===== src/rtl/vidline_pkg.sv =====
package vidline_pkg;
  localparam int REG_AW    = 6;
  localparam int REG_COUNT = 1 << REG_AW;
  localparam int DATA_W    = 8;

  localparam logic [REG_AW-1:0] ADDR_PORTCTL  = 6'h01;
  localparam logic [REG_AW-1:0] ADDR_BKGND    = 6'h20;
  localparam logic [REG_AW-1:0] ADDR_SYNC     = 6'h24;
  localparam logic [REG_AW-1:0] ADDR_STATUS   = 6'h28;
  localparam logic [REG_AW-1:0] ADDR_RESERVED = 6'h38;
  localparam logic [REG_AW-1:0] ADDR_CTRL     = 6'h3C;

  // Strobes from control to datapath
  typedef struct packed {
    logic              regWe;
    logic [REG_AW-1:0] regAddr;
    logic [DATA_W-1:0] regData;
    logic              rdEn;
    logic [REG_AW-1:0] rdAddr;
    logic              blanking;
    logic              pixEn;
  } strobe_t;

  typedef struct packed {
    logic       colourKill;
    logic       dmaEn;
    logic       dblWidth;
    logic       borderCtl;
    logic       opaqueZero;
    logic [1:0] readMode;
  } ctrl_t;

  function automatic ctrl_t decodeCtrl(input logic [DATA_W-1:0] v);
    ctrl_t c;
    c.colourKill = v[7];
    c.dmaEn      = (v[6:5] == 2'b10);
    c.dblWidth   = v[4];
    c.borderCtl  = v[3];
    c.opaqueZero = v[2];
    c.readMode   = v[1:0];
    return c;
  endfunction
endpackage


===== src/rtl/vidline_ctl.sv =====
module vidline_ctl
  import vidline_pkg::*;
#(
  parameter int CPU_AW          = 16,
  parameter int LB_DEPTH        = 512,
  parameter int VIS_PITCH       = 320,
  parameter int CYCLES_PER_LINE = 114,
  parameter int FIRST_VIS       = 11,
  parameter int VIS_LINES_SHORT = 242,
  parameter int VIS_LINES_LONG  = 292,
  parameter int LINE_W          = 9
) (
  input  logic                        clk,
  input  logic                        rst,
  input  logic                        cpuTick,
  input  logic                        frameStart,
  input  logic                        palMode,
  input  logic [CPU_AW-1:0]           cpuAddr,
  input  logic [DATA_W-1:0]           cpuWrData,
  input  logic                        cpuWrEn,
  input  logic                        cpuRdEn,
  output strobe_t                     strb,
  output logic [$clog2(LB_DEPTH)-1:0] lbAddr,
  output logic                        lbClr,
  output logic                        cpuWait,
  output logic                        ctlLocked
);
  localparam int LB_AW = $clog2(LB_DEPTH);
  localparam int HP_W  = $clog2(CYCLES_PER_LINE);
  localparam logic [HP_W-1:0]   HP_LAST   = HP_W'(CYCLES_PER_LINE - 1);
  localparam logic [LB_AW-1:0]  SCAN_LAST = LB_AW'(LB_DEPTH - 1);
  localparam logic [LINE_W-1:0] LINE_MAX  = '1;
  localparam logic [LINE_W:0]   VIS_FIRST = (LINE_W+1)'(FIRST_VIS);
  localparam logic [LINE_W:0]   VIS_END_S = (LINE_W+1)'(FIRST_VIS + VIS_LINES_SHORT);
  localparam logic [LINE_W:0]   VIS_END_L = (LINE_W+1)'(FIRST_VIS + VIS_LINES_LONG);
  localparam logic [LB_AW:0]    PITCH_LIM = (LB_AW+1)'(VIS_PITCH);

  logic [HP_W-1:0]   hPos;
  logic [LINE_W-1:0] lineNum;
  logic              scanActive;
  logic [LB_AW-1:0]  scanAddr;
  logic [REG_AW-1:0] regAddr;
  logic              lineEnd, lineStart, syncWr, portWr, storeOk;
  logic [LINE_W:0]   visEnd;
  logic              unusedAddrHi;

  assign regAddr      = cpuAddr[REG_AW-1:0];
  assign unusedAddrHi = ^cpuAddr[CPU_AW-1:REG_AW];
  assign lineEnd      = cpuTick && (hPos == HP_LAST);
  assign lineStart    = frameStart || lineEnd;
  assign syncWr       = cpuWrEn && (regAddr == ADDR_SYNC);
  assign portWr       = cpuWrEn && (regAddr == ADDR_PORTCTL);

  always_comb begin
    storeOk = 1'b1;
    if (regAddr == ADDR_SYNC || regAddr == ADDR_STATUS || regAddr == ADDR_RESERVED)
      storeOk = 1'b0;
    if (regAddr == ADDR_PORTCTL && ctlLocked)
      storeOk = 1'b0;
  end

  // Cycle and line counting
  always_ff @(posedge clk) begin
    if (rst || frameStart) begin
      hPos    <= '0;
      lineNum <= '0;
    end else if (cpuTick) begin
      if (hPos == HP_LAST) begin
        hPos <= '0;
        if (lineNum != LINE_MAX) lineNum <= lineNum + 1'b1;
      end else begin
        hPos <= hPos + 1'b1;
      end
    end
  end

  assign visEnd = palMode ? VIS_END_L : VIS_END_S;

  // Sync-wait request: a set in the line-start clock wins
  always_ff @(posedge clk) begin
    if (rst)            cpuWait <= 1'b0;
    else if (syncWr)    cpuWait <= 1'b1;
    else if (lineStart) cpuWait <= 1'b0;
  end

  // One-time configuration lock
  always_ff @(posedge clk) begin
    if (rst)                                      ctlLocked <= 1'b0;
    else if (portWr && !ctlLocked && cpuWrData[0]) ctlLocked <= 1'b1;
  end

  // Scan sequencer
  always_ff @(posedge clk) begin
    if (rst) begin
      scanActive <= 1'b0;
      scanAddr   <= '0;
    end else if (lineStart) begin
      scanActive <= 1'b1;
      scanAddr   <= '0;
    end else if (scanActive) begin
      if (scanAddr == SCAN_LAST) scanActive <= 1'b0;
      else                       scanAddr   <= scanAddr + 1'b1;
    end
  end

  assign lbAddr = scanAddr;
  assign lbClr  = scanActive;

  always_comb begin
    strb.regWe    = cpuWrEn && storeOk;
    strb.regAddr  = regAddr;
    strb.regData  = cpuWrData;
    strb.rdEn     = cpuRdEn;
    strb.rdAddr   = regAddr;
    strb.blanking = ({1'b0, lineNum} < VIS_FIRST) || ({1'b0, lineNum} >= visEnd);
    strb.pixEn    = scanActive && ({1'b0, scanAddr} < PITCH_LIM);
  end

  assert_hpos_range_R11: assert property (@(posedge clk) disable iff (rst)
    hPos <= HP_LAST);

  assert_wait_set_R10: assert property (@(posedge clk) disable iff (rst)
    syncWr |=> cpuWait);

  assert_wait_release_R10: assert property (@(posedge clk) disable iff (rst)
    (lineStart && !syncWr) |=> !cpuWait);

  assert_scan_step_R4: assert property (@(posedge clk) disable iff (rst)
    (scanActive && !lineStart && scanAddr != SCAN_LAST)
      |=> (scanActive && scanAddr == $past(scanAddr) + 1'b1));

  assert_lock_sticky_R9: assert property (@(posedge clk) disable iff (rst)
    ctlLocked |=> ctlLocked);

  assert_lock_gate_R9: assert property (@(posedge clk) disable iff (rst)
    (ctlLocked && portWr) |-> !strb.regWe);
endmodule


===== src/rtl/vidline_dp.sv =====
module vidline_dp
  import vidline_pkg::*;
(
  input  logic              clk,
  input  logic              rst,
  input  strobe_t           strb,
  input  logic [DATA_W-1:0] lbRdData,
  output logic [DATA_W-1:0] cpuRdData,
  output logic              pixValid,
  output logic [DATA_W-1:0] pixColour,
  output ctrl_t             ctrl,
  output logic [2:0]        portCfg
);
  logic [DATA_W-1:0] regFile [REG_COUNT];
  logic [4:0]        colIdx;
  logic [REG_AW-1:0] colAddr;
  logic [2:0]        unusedEntryHi;

  always_ff @(posedge clk) begin
    if (rst) begin
      for (int i = 0; i < REG_COUNT; i++) regFile[i] <= '0;
    end else if (strb.regWe) begin
      regFile[strb.regAddr] <= strb.regData;
    end
  end

  // Index bits 1:0 equal to zero select the background slot
  assign colIdx        = lbRdData[4:0];
  assign unusedEntryHi = lbRdData[7:5];
  assign colAddr       = (colIdx[1:0] == 2'b00) ? ADDR_BKGND : {1'b1, colIdx};

  always_ff @(posedge clk) begin
    if (rst) begin
      pixValid  <= 1'b0;
      pixColour <= '0;
    end else begin
      pixValid <= strb.pixEn;
      if (strb.pixEn) pixColour <= regFile[colAddr];
    end
  end

  always_ff @(posedge clk) begin
    if (rst) begin
      cpuRdData <= '0;
    end else if (strb.rdEn) begin
      if (strb.rdAddr == ADDR_STATUS) cpuRdData <= {strb.blanking, 7'b0};
      else                            cpuRdData <= regFile[strb.rdAddr];
    end
  end

  assign ctrl    = decodeCtrl(regFile[ADDR_CTRL]);
  assign portCfg = regFile[ADDR_PORTCTL][3:1];

  assert_pix_after_scan_R4: assert property (@(posedge clk) disable iff (rst)
    pixValid |-> $past(strb.pixEn));

  assert_ctrl_hold_R7: assert property (@(posedge clk) disable iff (rst)
    !(strb.regWe && strb.regAddr == ADDR_CTRL) |=> $stable(regFile[ADDR_CTRL]));
endmodule


===== src/rtl/vidline_regs.sv =====
module vidline_regs
  import vidline_pkg::*;
#(
  parameter int CPU_AW          = 16,
  parameter int LB_DEPTH        = 512,
  parameter int VIS_PITCH       = 320,
  parameter int CYCLES_PER_LINE = 114,
  parameter int FIRST_VIS       = 11,
  parameter int VIS_LINES_SHORT = 242,
  parameter int VIS_LINES_LONG  = 292,
  parameter int LINE_W          = 9
) (
  input  logic                        clk,
  input  logic                        rst,
  input  logic                        cpuTick,
  input  logic                        frameStart,
  input  logic                        palMode,
  input  logic [CPU_AW-1:0]           cpuAddr,
  input  logic [7:0]                  cpuWrData,
  input  logic                        cpuWrEn,
  input  logic                        cpuRdEn,
  output logic [7:0]                  cpuRdData,
  output logic [$clog2(LB_DEPTH)-1:0] lbAddr,
  input  logic [7:0]                  lbRdData,
  output logic                        lbClr,
  output logic                        pixValid,
  output logic [7:0]                  pixColour,
  output logic                        cpuWait,
  output logic                        dmaEn,
  output logic [1:0]                  readMode,
  output logic                        colourKill,
  output logic                        dblWidth,
  output logic                        borderCtl,
  output logic                        opaqueZero,
  output logic [2:0]                  portCfg,
  output logic                        ctlLocked
);
  strobe_t strb;
  ctrl_t   ctrl;

  vidline_ctl #(
    .CPU_AW(CPU_AW), .LB_DEPTH(LB_DEPTH), .VIS_PITCH(VIS_PITCH),
    .CYCLES_PER_LINE(CYCLES_PER_LINE), .FIRST_VIS(FIRST_VIS),
    .VIS_LINES_SHORT(VIS_LINES_SHORT), .VIS_LINES_LONG(VIS_LINES_LONG),
    .LINE_W(LINE_W)
  ) uCtl (
    .clk(clk), .rst(rst), .cpuTick(cpuTick), .frameStart(frameStart),
    .palMode(palMode), .cpuAddr(cpuAddr), .cpuWrData(cpuWrData),
    .cpuWrEn(cpuWrEn), .cpuRdEn(cpuRdEn), .strb(strb), .lbAddr(lbAddr),
    .lbClr(lbClr), .cpuWait(cpuWait), .ctlLocked(ctlLocked)
  );

  vidline_dp uDp (
    .clk(clk), .rst(rst), .strb(strb), .lbRdData(lbRdData),
    .cpuRdData(cpuRdData), .pixValid(pixValid), .pixColour(pixColour),
    .ctrl(ctrl), .portCfg(portCfg)
  );

  assign dmaEn      = ctrl.dmaEn;
  assign readMode   = ctrl.readMode;
  assign colourKill = ctrl.colourKill;
  assign dblWidth   = ctrl.dblWidth;
  assign borderCtl  = ctrl.borderCtl;
  assign opaqueZero = ctrl.opaqueZero;
endmodule


===== config.mk =====
export PLATFORM = sky130hd
export DESIGN_NAME = vidline_regs
export DESIGN_NICKNAME = d
export VERILOG_FILES = /design/src/rtl/vidline_pkg.sv /design/src/rtl/vidline_ctl.sv /design/src/rtl/vidline_dp.sv /design/src/rtl/vidline_regs.sv
export SDC_FILE = /design/constraint.sdc
export NUM_CORES = 1
export LEC_CHECK = 0
export BUFFER_PORTS_ARGS = -buffer_cell sky130_fd_sc_hd__buf_4
export CORE_MARGIN = 4
export CORE_UTILIZATION = 55
export DETAILED_ROUTE_END_ITERATION = 7
export GPL_TIMING_DRIVEN = 0
export HOLD_SLACK_MARGIN = 0.12
export PLACE_DENSITY = 0.72
export SLEW_MARGIN = 40
export SYNTH_ARGS = -nofsm -noshare
export SYNTH_HDL_FRONTEND = slang
export SYNTH_SLANG_ARGS = --single-unit

===== constraint.sdc =====
create_clock -name clk -period 2.5 [get_ports clk]
set_input_delay 0.25 -clock clk [delete_from_list [all_inputs] [get_ports clk]]
set_output_delay 0.25 -clock clk [all_outputs]
set_load 0.05 [all_outputs]

==> results.py <==
metrics = {
    "clock_tree": {
        "clk_pin_slew_ns": 0.06,
        "numCtsBuffers": 60,
        "clockBufferDepth": 3,
        "root_buffer": "clkbuf_16",
        "cts_max_level": 2,
        "clock-sinks": 557,
        "clock_latency_ns": 0.66,
        "cts_tree": "built",
    },
    "sta": {
        "fin_crit_ns": 2.628,
        "finalWorstSetupSlack_ns": -0.1280,
        "finClkSkew_ns": 0.02644,
        "max_slew.worst_pin.slew_ns": 0.9818,
        "drv_slew": 0,
        "slew_headroom_pct": 34.55,
        "finalCritPeriodShare_pct": 105.1,
        "fmax_mhz": 380.5,
        "grt_setup_unrepaired": "yes",
        "hold_viol_final": 0,
        "setup_viol_count_final": 127,
        "fin_tns_setup_ns": -5.694,
    },
    "floorplan": {
        "io_pins": 78,
        "dieArea_mm2": 0.05427,
        "start_util_pct": 55.60,
        "num_rows": 82,
        "fp.dieH_um": 233.0,
        "core_mm2": 0.05007,
        "dieWidth_um": 233.0,
    },
    "routing": {
        "postRouteAntennaNets": 0,
        "vias_per_cell": 6.901,
        "first_pass_iters": 6,
        "wl_um": 113600,
        "drtIter0Drc": 3708,
        "wl_per_cell_um": 36.46,
        "vias": 21510,
        "post-route-drc-count": 0,
    },
    "layout": {
        "layout_commonest_cell": "edfxtp_1",
        "final_cell_mix": "512 x edfxtp_1, 492 x and2_1, 98 x clkbuf_1",
        "area_growth_syn_to_layout_pct": 13.94,
        "layout.nets": 2439,
        "drive_gt1_share_pct": 20.12,
    },
    "synthesis": {
        "synth-seq-cells": 557,
        "synth_top_area_share_pct": 55.23,
        "syn_avg_cell_area_um2": 12.46,
        "ys_seq_area_share_pct": 58.47,
        "synth-main-ff-cell": "edfxtp_1",
        "synth_cells": 2234,
        "synth_area_mm2": 0.02784,
        "synthArstFlopShare_pct": 0,
        "yosysUniqueCellTypes": 76,
        "ys_warn_count": 0,
        "synth_edf_count": 512,
        "yosysTopAreaCell": "edfxtp_1",
        "synthTopCellsByArea": "edfxtp_1 55%, and2_1 11%, mux4_2 3.9%",
    },
    "placement": {
        "dp_hpwl_um": 79080,
        "portBuffers": 57,
        "place_congestion": 1.036,
        "dp_slack_ns": -1.578,
    },
    "hold_path": {
        "hold_class": "in2reg",
        "hold-path-cell-count": 2,
    },
    "power": {
        "ir_drop_v": 0.0005877,
        "p_leak_nw": 11.37,
        "powerDensity_mw_per_mm2": 722.5,
    },
    "grt": {
        "antenna_found_initial": 8,
        "grt_pass1_vias": 20300,
        "grt_use_total_pct": 41.37,
        "grt_pass1_wl_um": 155900,
        "grt_overflow": 0,
        "grt_max_degree": 20,
    },
    "critical_path": {
        "worstPathArrival_ns": 2.95,
        "worstPathRequired_ns": 2.82,
        "reg2reg_depth": 9,
        "regToRegSetupSlack_ns": 0.18,
        "worst_setup_path_end_kind": "flip-flop",
        "path_class": "in2reg",
        "cp-start-kind": "input pin",
        "crit_fanout": 10,
    },
    "job": {
        "cap_viol_max_count": 0,
    },
    "run_status": {
        "status": "finished with violations",
        "violations": "setup timing",
    },
}
## state kept, by name, summed over array words and instances, names as in the netlist
| signal | count |
|---|---|
| uCtl.hPos | 7 |
| uCtl.lbClr | 1 |
| uDp.pixValid | 1 |
| uDp.pixColour | 8 |
| uCtl.cpuWait | 1 |
| uCtl.lineNum | 9 |
| uCtl.lbAddr | 9 |
| uCtl.ctlLocked | 1 |
| uDp.cpuRdData | 8 |
| uDp.regFile | 512 |
## worst paths after layout
check,from,endpoint
min reg2reg,uCtl.cpuWait,uCtl.cpuWait
max,cpuAddr[1],uDp.regFile[54][1]
max reg2reg,uCtl.lbAddr[0],uCtl.lbAddr[7]
min,cpuWrData[7],uDp.regFile[0][7]
## timing repair
item / CTS / global route
endpoints found under the hold margin: 13 / 2
setup endpoints to repair: 717 / 388
resized for setup: 70 / 31
hold buffers: 11 / 1
setup buffers: 0 / 3
pin swaps: 0 / 2
## critical path, cell delays in order
cell and delay, ns:
buf_4 0.12, buf_6 0.20, buf_6 0.23, and3b_1 0.70, nand2_2 0.54, nor2_2 0.53
or2_2 0.37
## Yosys cell counts, types with 12 or more instances
library cell and count:
o22ai_1 30, clkbuf_1 106, mux4_2 48, a22oi_1 39
nand2_1 86, nor2_1 124, xor2_1 13, o211ai_1 16
dfxtp_1 45, a21oi_1 76, or2_2 63, nor3_1 12
and2_1 492, nand4_1 12, mux2_2 65, a221o_1 18
buf_2 43, o21ai_0 68, a221oi_1 43, and3_1 12
a22o_1 17, nand3_1 18, edfxtp_1 512, mux2i_1 92
## metrics by stage
stage                     hold slack [ns]  instances  utilization [%]  area, µm²  power, mW
after global routing               0.1547       3112            63.32      31710      23.22
after floorplan                    0.4226       2257                -      27920      12.34
after CTS                          0.1296       3108            63.03      31560      22.69
final                              0.1632       3116            63.34      31720      22.91
after global placement             0.4462       2986            58.30      29190      13.50
after detailed placement           0.4633       2986            58.36      29220      13.53
## area by class of cell
class,count,area (µm²)
multi-input cells,1511,11050
clock inverters,44,479.2
diodes,4,10.01
clock buffers,69,1556
fillers,3963,18350
flip-flops and latches,557,16280
plain buffers,175,889.6
repair buffers,72,570.5
well taps,672,840.8
inverters,12,45.04
## cell families after synthesis
family                   share of synthesized area (%)
AND/OR/NAND/NOR                                  17.61
flip-flops                                       58.47
AO/OA/AOI/OAI                                    9.669
multiplexers                                     9.983
buffers and inverters                            3.191
XOR/XNOR                                        0.5664
adder cells (fa/ha/maj)                         0.4944
other                                          0.01347
## per-layer routing
metal | GRT usage (%) | share of wire [%]
met1 | 54.40 | 36
met2 | 60.60 | 43
met3 | 11.59 | 13
met4 | 26.39 | 8.3
met5 | 0 | 0.035
## power breakdown
part	leakage (nW)	internal [mW]	switching, mW
Combinational	5.14	0.769	1.84
Clock	0.986	5.40	3.98
Sequential	5.24	10.6	0.291
Total	11.4	16.8	6.10
Power figures use the tool's default switching activity.
